## config.mk

```make
export PLATFORM = sky130hd
export DESIGN_NAME = region_guard
export DESIGN_NICKNAME = d
export VERILOG_FILES = /design/src/rtl/rg_pkg.sv /design/src/rtl/rg_store.sv /design/src/rtl/rg_match.sv /design/src/rtl/rg_pick.sv /design/src/rtl/region_guard.sv
export SDC_FILE = /design/constraint.sdc
export NUM_CORES = 2
export LEC_CHECK = 0
export BUFFER_PORTS_ARGS = -buffer_cell sky130_fd_sc_hd__buf_2
export CORE_MARGIN = 3
export CORE_UTILIZATION = 58
export CTS_CLUSTER_DIAMETER = 30
export DETAILED_ROUTE_END_ITERATION = 6
export PLACE_DENSITY = 0.78
export SLEW_MARGIN = 20
export SYNTH_ARGS = -nofsm -noshare
export SYNTH_HDL_FRONTEND = slang
export SYNTH_SLANG_ARGS = --single-unit
export TNS_END_PERCENT = 50
```

## constraint.sdc

```tcl
create_clock -name clk -period 4.9 [get_ports clk]
set_input_delay 0.245 -clock clk [delete_from_list [all_inputs] [get_ports clk]]
set_output_delay 0.245 -clock clk [all_outputs]
set_load 0.005 [all_outputs]
```

## src/rtl/rg_pkg.sv

```systemverilog
package rg_pkg;

    localparam int RG_ADDR_W   = 32;
    localparam int RG_TURF_W   = 8;
    localparam int RG_THREAD_W = 8;
    localparam int RG_LEN_W    = 4;
    localparam int RG_KINDS    = 4;

    typedef enum logic [1:0] {
        RG_READ   = 2'd0,
        RG_WRITE  = 2'd1,
        RG_EXEC   = 2'd2,
        RG_PORTAL = 2'd3
    } rg_kind_e;

    typedef struct packed {
        logic                   valid;
        logic [RG_ADDR_W-1:0]   lo;
        logic [RG_ADDR_W-1:0]   hi;
        logic [RG_KINDS-1:0]    rights;
        logic [RG_TURF_W-1:0]   turf;
        logic                   turf_any;
        logic [RG_THREAD_W-1:0] thread;
        logic                   thread_any;
    } rg_entry_t;

    typedef struct packed {
        logic [RG_ADDR_W-1:0]   addr;
        logic [RG_LEN_W-1:0]    len;
        rg_kind_e               kind;
        logic [RG_TURF_W-1:0]   turf;
        logic [RG_THREAD_W-1:0] thread;
    } rg_req_t;

    // Instruction side serves execute and portal; data side serves read and write.
    function automatic logic kind_on_side(input logic side_insn, input logic [1:0] kind);
        return side_insn ? kind[1] : !kind[1];
    endfunction

endpackage

```

## src/rtl/rg_store.sv

```systemverilog
module rg_store
    import rg_pkg::*;
#(
    parameter int ENTRIES = 16,
    localparam int IDX_W = $clog2(ENTRIES)
) (
    input  logic                    clk,
    input  logic                    rst,
    input  logic                    wr_en,
    input  logic [IDX_W-1:0]        wr_idx,
    input  rg_entry_t               wr_entry,
    output rg_entry_t [ENTRIES-1:0] entries
);

    for (genvar g = 0; g < ENTRIES; g++) begin : g_slot
        always_ff @(posedge clk) begin
            if (rst) begin
                entries[g] <= '0;
            end else if (wr_en && wr_idx == IDX_W'(g)) begin
                entries[g] <= wr_entry;
            end
        end
    end

endmodule

```

## src/rtl/rg_match.sv

```systemverilog
module rg_match
    import rg_pkg::*;
#(
    parameter int ENTRIES   = 16,
    parameter bit SIDE_INSN = 1'b0
) (
    input  rg_entry_t [ENTRIES-1:0] entries,
    input  rg_req_t                 req,
    output logic [ENTRIES-1:0]      hit
);

    logic [RG_ADDR_W:0] req_end;
    logic               side_ok;

    always_comb begin
        req_end = {1'b0, req.addr} + (RG_ADDR_W+1)'(req.len);
        side_ok = kind_on_side(SIDE_INSN, req.kind) && (req.len != '0);
    end

    for (genvar g = 0; g < ENTRIES; g++) begin : g_cmp
        logic lo_ok, hi_ok, turf_ok, thread_ok, right_ok;
        always_comb begin
            lo_ok     = req.addr >= entries[g].lo;
            hi_ok     = req_end <= {1'b0, entries[g].hi};
            turf_ok   = entries[g].turf_any || (entries[g].turf == req.turf);
            thread_ok = entries[g].thread_any || (entries[g].thread == req.thread);
            right_ok  = entries[g].rights[req.kind];
            hit[g]    = entries[g].valid && side_ok && lo_ok && hi_ok
                        && turf_ok && thread_ok && right_ok;
        end
    end

endmodule

```

## src/rtl/rg_pick.sv

```systemverilog
module rg_pick #(
    parameter int ENTRIES = 16,
    localparam int IDX_W = $clog2(ENTRIES)
) (
    input  logic [ENTRIES-1:0] hit,
    output logic               any,
    output logic [IDX_W-1:0]   first
);

    always_comb begin
        any   = |hit;
        first = '0;
        for (int i = ENTRIES - 1; i >= 0; i--) begin
            if (hit[i]) first = IDX_W'(i);
        end
    end

endmodule

```

## src/rtl/region_guard.sv

```systemverilog
module region_guard
    import rg_pkg::*;
#(
    parameter int ENTRIES   = 16,
    parameter bit SIDE_INSN = 1'b0,
    localparam int IDX_W = $clog2(ENTRIES)
) (
    input  logic                   clk,
    input  logic                   rst,
    input  logic                   wr_en,
    input  logic [IDX_W-1:0]       wr_idx,
    input  logic                   wr_valid,
    input  logic [RG_ADDR_W-1:0]   wr_lo,
    input  logic [RG_ADDR_W-1:0]   wr_hi,
    input  logic [RG_KINDS-1:0]    wr_rights,
    input  logic [RG_TURF_W-1:0]   wr_turf,
    input  logic                   wr_turf_any,
    input  logic [RG_THREAD_W-1:0] wr_thread,
    input  logic                   wr_thread_any,
    input  logic                   req_valid,
    input  logic [RG_ADDR_W-1:0]   req_addr,
    input  logic [RG_LEN_W-1:0]    req_len,
    input  logic [1:0]             req_kind,
    input  logic [RG_TURF_W-1:0]   req_turf,
    input  logic [RG_THREAD_W-1:0] req_thread,
    output logic                   rsp_valid,
    output logic                   rsp_grant,
    output logic                   rsp_fault,
    output logic [IDX_W-1:0]       rsp_idx
);

    rg_entry_t                 wr_entry;
    rg_entry_t [ENTRIES-1:0]   entries;
    rg_req_t                   req;
    logic [ENTRIES-1:0]        hit;
    logic                      any_hit;
    logic [IDX_W-1:0]          first_hit;

    always_comb begin
        wr_entry.valid      = wr_valid;
        wr_entry.lo         = wr_lo;
        wr_entry.hi         = wr_hi;
        wr_entry.rights     = wr_rights;
        wr_entry.turf       = wr_turf;
        wr_entry.turf_any   = wr_turf_any;
        wr_entry.thread     = wr_thread;
        wr_entry.thread_any = wr_thread_any;
        req.addr            = req_addr;
        req.len             = req_len;
        req.kind            = rg_kind_e'(req_kind);
        req.turf            = req_turf;
        req.thread          = req_thread;
    end

    rg_store #(.ENTRIES(ENTRIES)) u_store (
        .clk      (clk),
        .rst      (rst),
        .wr_en    (wr_en),
        .wr_idx   (wr_idx),
        .wr_entry (wr_entry),
        .entries  (entries)
    );

    rg_match #(.ENTRIES(ENTRIES), .SIDE_INSN(SIDE_INSN)) u_match (
        .entries (entries),
        .req     (req),
        .hit     (hit)
    );

    rg_pick #(.ENTRIES(ENTRIES)) u_pick (
        .hit   (hit),
        .any   (any_hit),
        .first (first_hit)
    );

    always_ff @(posedge clk) begin
        if (rst) begin
            rsp_valid <= 1'b0;
            rsp_grant <= 1'b0;
            rsp_fault <= 1'b0;
            rsp_idx   <= '0;
        end else begin
            rsp_valid <= req_valid;
            rsp_grant <= req_valid && any_hit;
            rsp_fault <= req_valid && !any_hit;
            rsp_idx   <= (req_valid && any_hit) ? first_hit : '0;
        end
    end

endmodule

```

==> impl_metrics.py <==
metrics = {
    "sta": {
        "grt_setup_unrepaired": "no",
        "setup_tns_ps": 0,
        "setup_viol": 0,
        "slew_headroom_pct": 18.7,
        "maxSlewViolCount": 0,
        "fmax_ghz": 0.217,
        "hold_violations": 0,
        "fin_crit_sh_pct": 94.1,
        "worst_slew_pin_slew_ps": 1210,
        "min_period_ps": 4610,
        "final.setup.worst_slack_ps": 291,
        "finalClockSkew_ps": 55.7,
    },
    "route": {
        "post_drt_via_cell_ratio": 6.04,
        "drt_iter0_markers": 8726,
        "wire_per_inst_um": 22.3,
        "antenna_left": 0,
        "drc": 2,
        "routed_wl_mm": 280,
        "dr.pass1.iters": 7,
        "vias": 75800,
    },
    "floorplanning": {
        "die_h_um": 370,
        "initial_core_util_pct": 58.5,
        "core_region_area_mm2": 0.132,
        "io_pins": 156,
        "die_area_mm2": 0.137,
        "rows": 133,
        "dieWidth_um": 370,
    },
    "power_and_ir_drop": {
        "p_switching_uw": 9150,
        "seqPwrFrac_pct": 31.1,
        "p_comb_share_pct": 9.5,
        "power.leakage_uw": 0.0346,
        "power_density_mw_per_mm2": 394,
        "p_sw_share_pct": 25.0,
        "clkPwrFrac_pct": 59.4,
        "p_int_uw": 27500,
        "peakVddDrop_uv": 460,
    },
    "clocking": {
        "path_clk_slew_ps": 50,
        "numCtsBuffers": 322,
        "ctsRootBufferMaster": "clkbuf_16",
        "clock_path_buffers": 4,
        "htreeDepth": 5,
        "clock_sinks": 1367,
        "cts_tree": "yes",
        "clk_latency_ps": 920,
    },
    "global_route": {
        "grt_pass1_vias": 73500,
        "grt_use_total_pct": 39.5,
        "antenna_found_initial": 19,
        "grt_max_degree": 211,
        "grt_overflow": 0,
        "grt_pass1_wl_mm": 419,
    },
    "layout": {
        "drive_gt1_share_pct": 10.6,
        "postLayoutCoreUtil_pct": 70.5,
        "fillers": 9867,
        "syn_to_final_growth_pct": 20.5,
        "num-nets-final": 11700,
    },
    "worst_setup_path": {
        "critPathArrivalTime_ps": 5370,
        "cp-start-kind": "input port",
        "path_max_fanout": 6,
        "critPathMaxStageDelay_ps": 780,
        "critical_path_required_ps": 5660,
        "crit_type": "input port to flop",
        "cp_common_cell": "buf_4",
        "crit_slowest_cell": "a2111oi_1",
        "crit_family": "compound AO/OA/AOI/OAI gates",
        "path_buf_inv": 7,
        "endpoint_kind": "flop",
    },
    "place": {
        "dp_hpwl_mm": 182,
        "pre_cts_slack_ps": -703,
        "place.port_buffers": 153,
        "gp_congestion": 1.08,
    },
    "synth": {
        "async_reset_ff_share_pct": 0,
        "postSynthNetCount": 11500,
        "synth_top_area_share_pct": 35.5,
        "ys.flop_type": "dfxtp_1",
        "netlist_top_cells_area": "dfxtp_1 36%, ha_1 17%, nand2_1 14%, a21oi_1 11%, inv_1 5.0%",
        "synth_area_mm2": 0.0771,
        "synth_area_leader_cell": "dfxtp_1",
        "synth_seq_cells": 1367,
        "synth-seq-area-share_pct": 35.5,
        "synth-edff-count": 0,
        "synth_cells": 10300,
        "ys_warn_count": 0,
        "ys_types": 101,
        "syn_avg_cell_area_um2": 7.48,
    },
    "job": {
        "maxCapViolCount": 0,
    },
    "outcome": {
        "violations": "design-rule violations",
        "status": "finished with violations",
    },
    "min_path": {
        "min_path_type": "input port to flop",
    },
}
-- synthesized netlist by cell type, drive strengths merged, types with 15 or more instances --
cell type / instances
a2111oi: 26
a211o: 16
a211oi: 72
a21o: 105
a21oi: 1680
a31oi: 17
and3: 21
and4: 21
buf: 54
clkbuf: 605
dfxtp: 1367
ha: 1028
inv: 1027
nand2: 2923
nand2b: 40
nand3: 119
nand4: 139
nor2: 148
nor2b: 27
nor3: 69
nor4: 96
o2111ai: 15
o211ai: 52
o21a: 19
o21ai: 178
xnor2: 25
xor2: 261
-- logic make-up (layout without fill, tap and decap cells) --
group / count (synthesis) / after routing / share of synthesized area, %
AOI/OAI and AO/OA: 2289 / 2289 / 16.6
DFF: 1367 / 1367 / 35.5
other: 0 / 10 / 0
muxes: 2 / 2 / 0.0292
adders and majority gates: 1029 / 1029 / 16.7
buffers and inverters: 1687 / 2177 / 8.27
and+or+nand+nor: 3644 / 3644 / 19.6
xor gates and xnor gates: 286 / 286 / 3.25
-- through the flow --
stage	instances	instance area, um^2	hold slack, ps	power, uW
after detailed placement	11900	80900	443	14800
after global placement	11900	80900	437	14700
after CTS	12500	92800	29.9	36500
final	12600	92900	2.16	36600
after global routing	12600	92800	14.6	37500
after floorplan	10300	77100	422	13500
-- power groups by stage --
| stage | sequential, uW | clock, uW | combinational, uW |
|---|---|---|---|
| after floorplan | 11600 | 0 | 1930 |
| final | 11400 | 21700 | 3490 |
| after CTS | 11400 | 21800 | 3370 |
| after detailed placement | 11600 | 0 | 3260 |
| after global routing | 11400 | 22400 | 3760 |
| after global placement | 11600 | 0 | 3140 |
-- routing by layer --
layer	wire length, um	up-vias	GRT usage, %	part of all wire [%]
li1	-	34700	-	-
met1	105000	35500	49.2	37
met2	120000	4438	60.6	43
met3	33500	1165	9.18	12
met4	21300	12	26.9	7.6
met5	71	-	0	0.025
-- final cells by class --
type	instances	area (um^2)	area share [%]
Antenna cell	10	25.0	0.0269
Clock buffer	403	8920	9.60
Clock inverter	159	2070	2.23
Inverter	1028	3860	4.16
Multi-Input combinational cell	7250	43800	47.2
Sequential cell	1367	27400	29.5
Tap cell	1755	2200	2.36
Timing Repair Buffer	587	4580	4.93
-- what timing repair did --
| item | 4_1_cts | 5_1_grt |
|---|---|---|
| hold buffers | 87 | 0 |
| buffers inserted | 0 | 0 |
| resized for setup | 0 | 1 |
| endpoints found under the setup margin | 0 | 2 |
| hold endpoints to repair | 1362 | 0 |
-- final timing paths --
kind                            slack (ps)                                from  depth (start not counted)                                 end
worst min register to register         450  u_store.entries[1063]$_SDFFE_PP0P_                          2  u_store.entries[1063]$_SDFFE_PP0P_
worst max register to register        1110   u_store.entries[694]$_SDFFE_PP0P_                         12               rsp_idx[0]$_SDFF_PP0_
worst min-delay path                     2                           wr_idx[2]                          5    u_store.entries[54]$_SDFFE_PP0P_
worst max-delay path                   290                          req_len[0]                         27               rsp_idx[3]$_SDFF_PP0_
-- cell usage in the layout, fill, tap and decap left out, drive strengths merged, types with 10 or more instances in the layout --
cell and n:
o21ai 178, nand3 119, dfxtp 1367, clkinv 80, nor3 69, a2111oi 26, bufinv 42, nor2 148
diode 10, xor2 261, nor2b 27, o31ai 11, a211o 16, a21oi 1680, nand2b 40, dlygate4sd3 87
a21o 105, o211ai 52, o2111ai 15, a211oi 72, inv 1042, a221o 13, nand2 2923, a221oi 13
clkinvlp 23, and4 21, nor4 96, ha 1028, nand4 139, clkbuf 403, buf 500, o21a 19
and3 21, a31oi 17, a21boi 11, xnor2 25, o21bai 12
-- worst min-delay path, delay by kind of cell --
| family | cells | cell delay, ps |
|---|---|---|
| simple gates | 3 | 330 |
| compound gates | 1 | 120 |
| buf+inv | 1 | 140 |
-- registers in the layout, summed over array words and instances, names as in the netlist --
signal           flops
rsp_fault            1
rsp_valid            1
rsp_idx              4
rsp_grant            1
u_store.entries   1360
No activity file was read; power rests on OpenSTA's default activity.
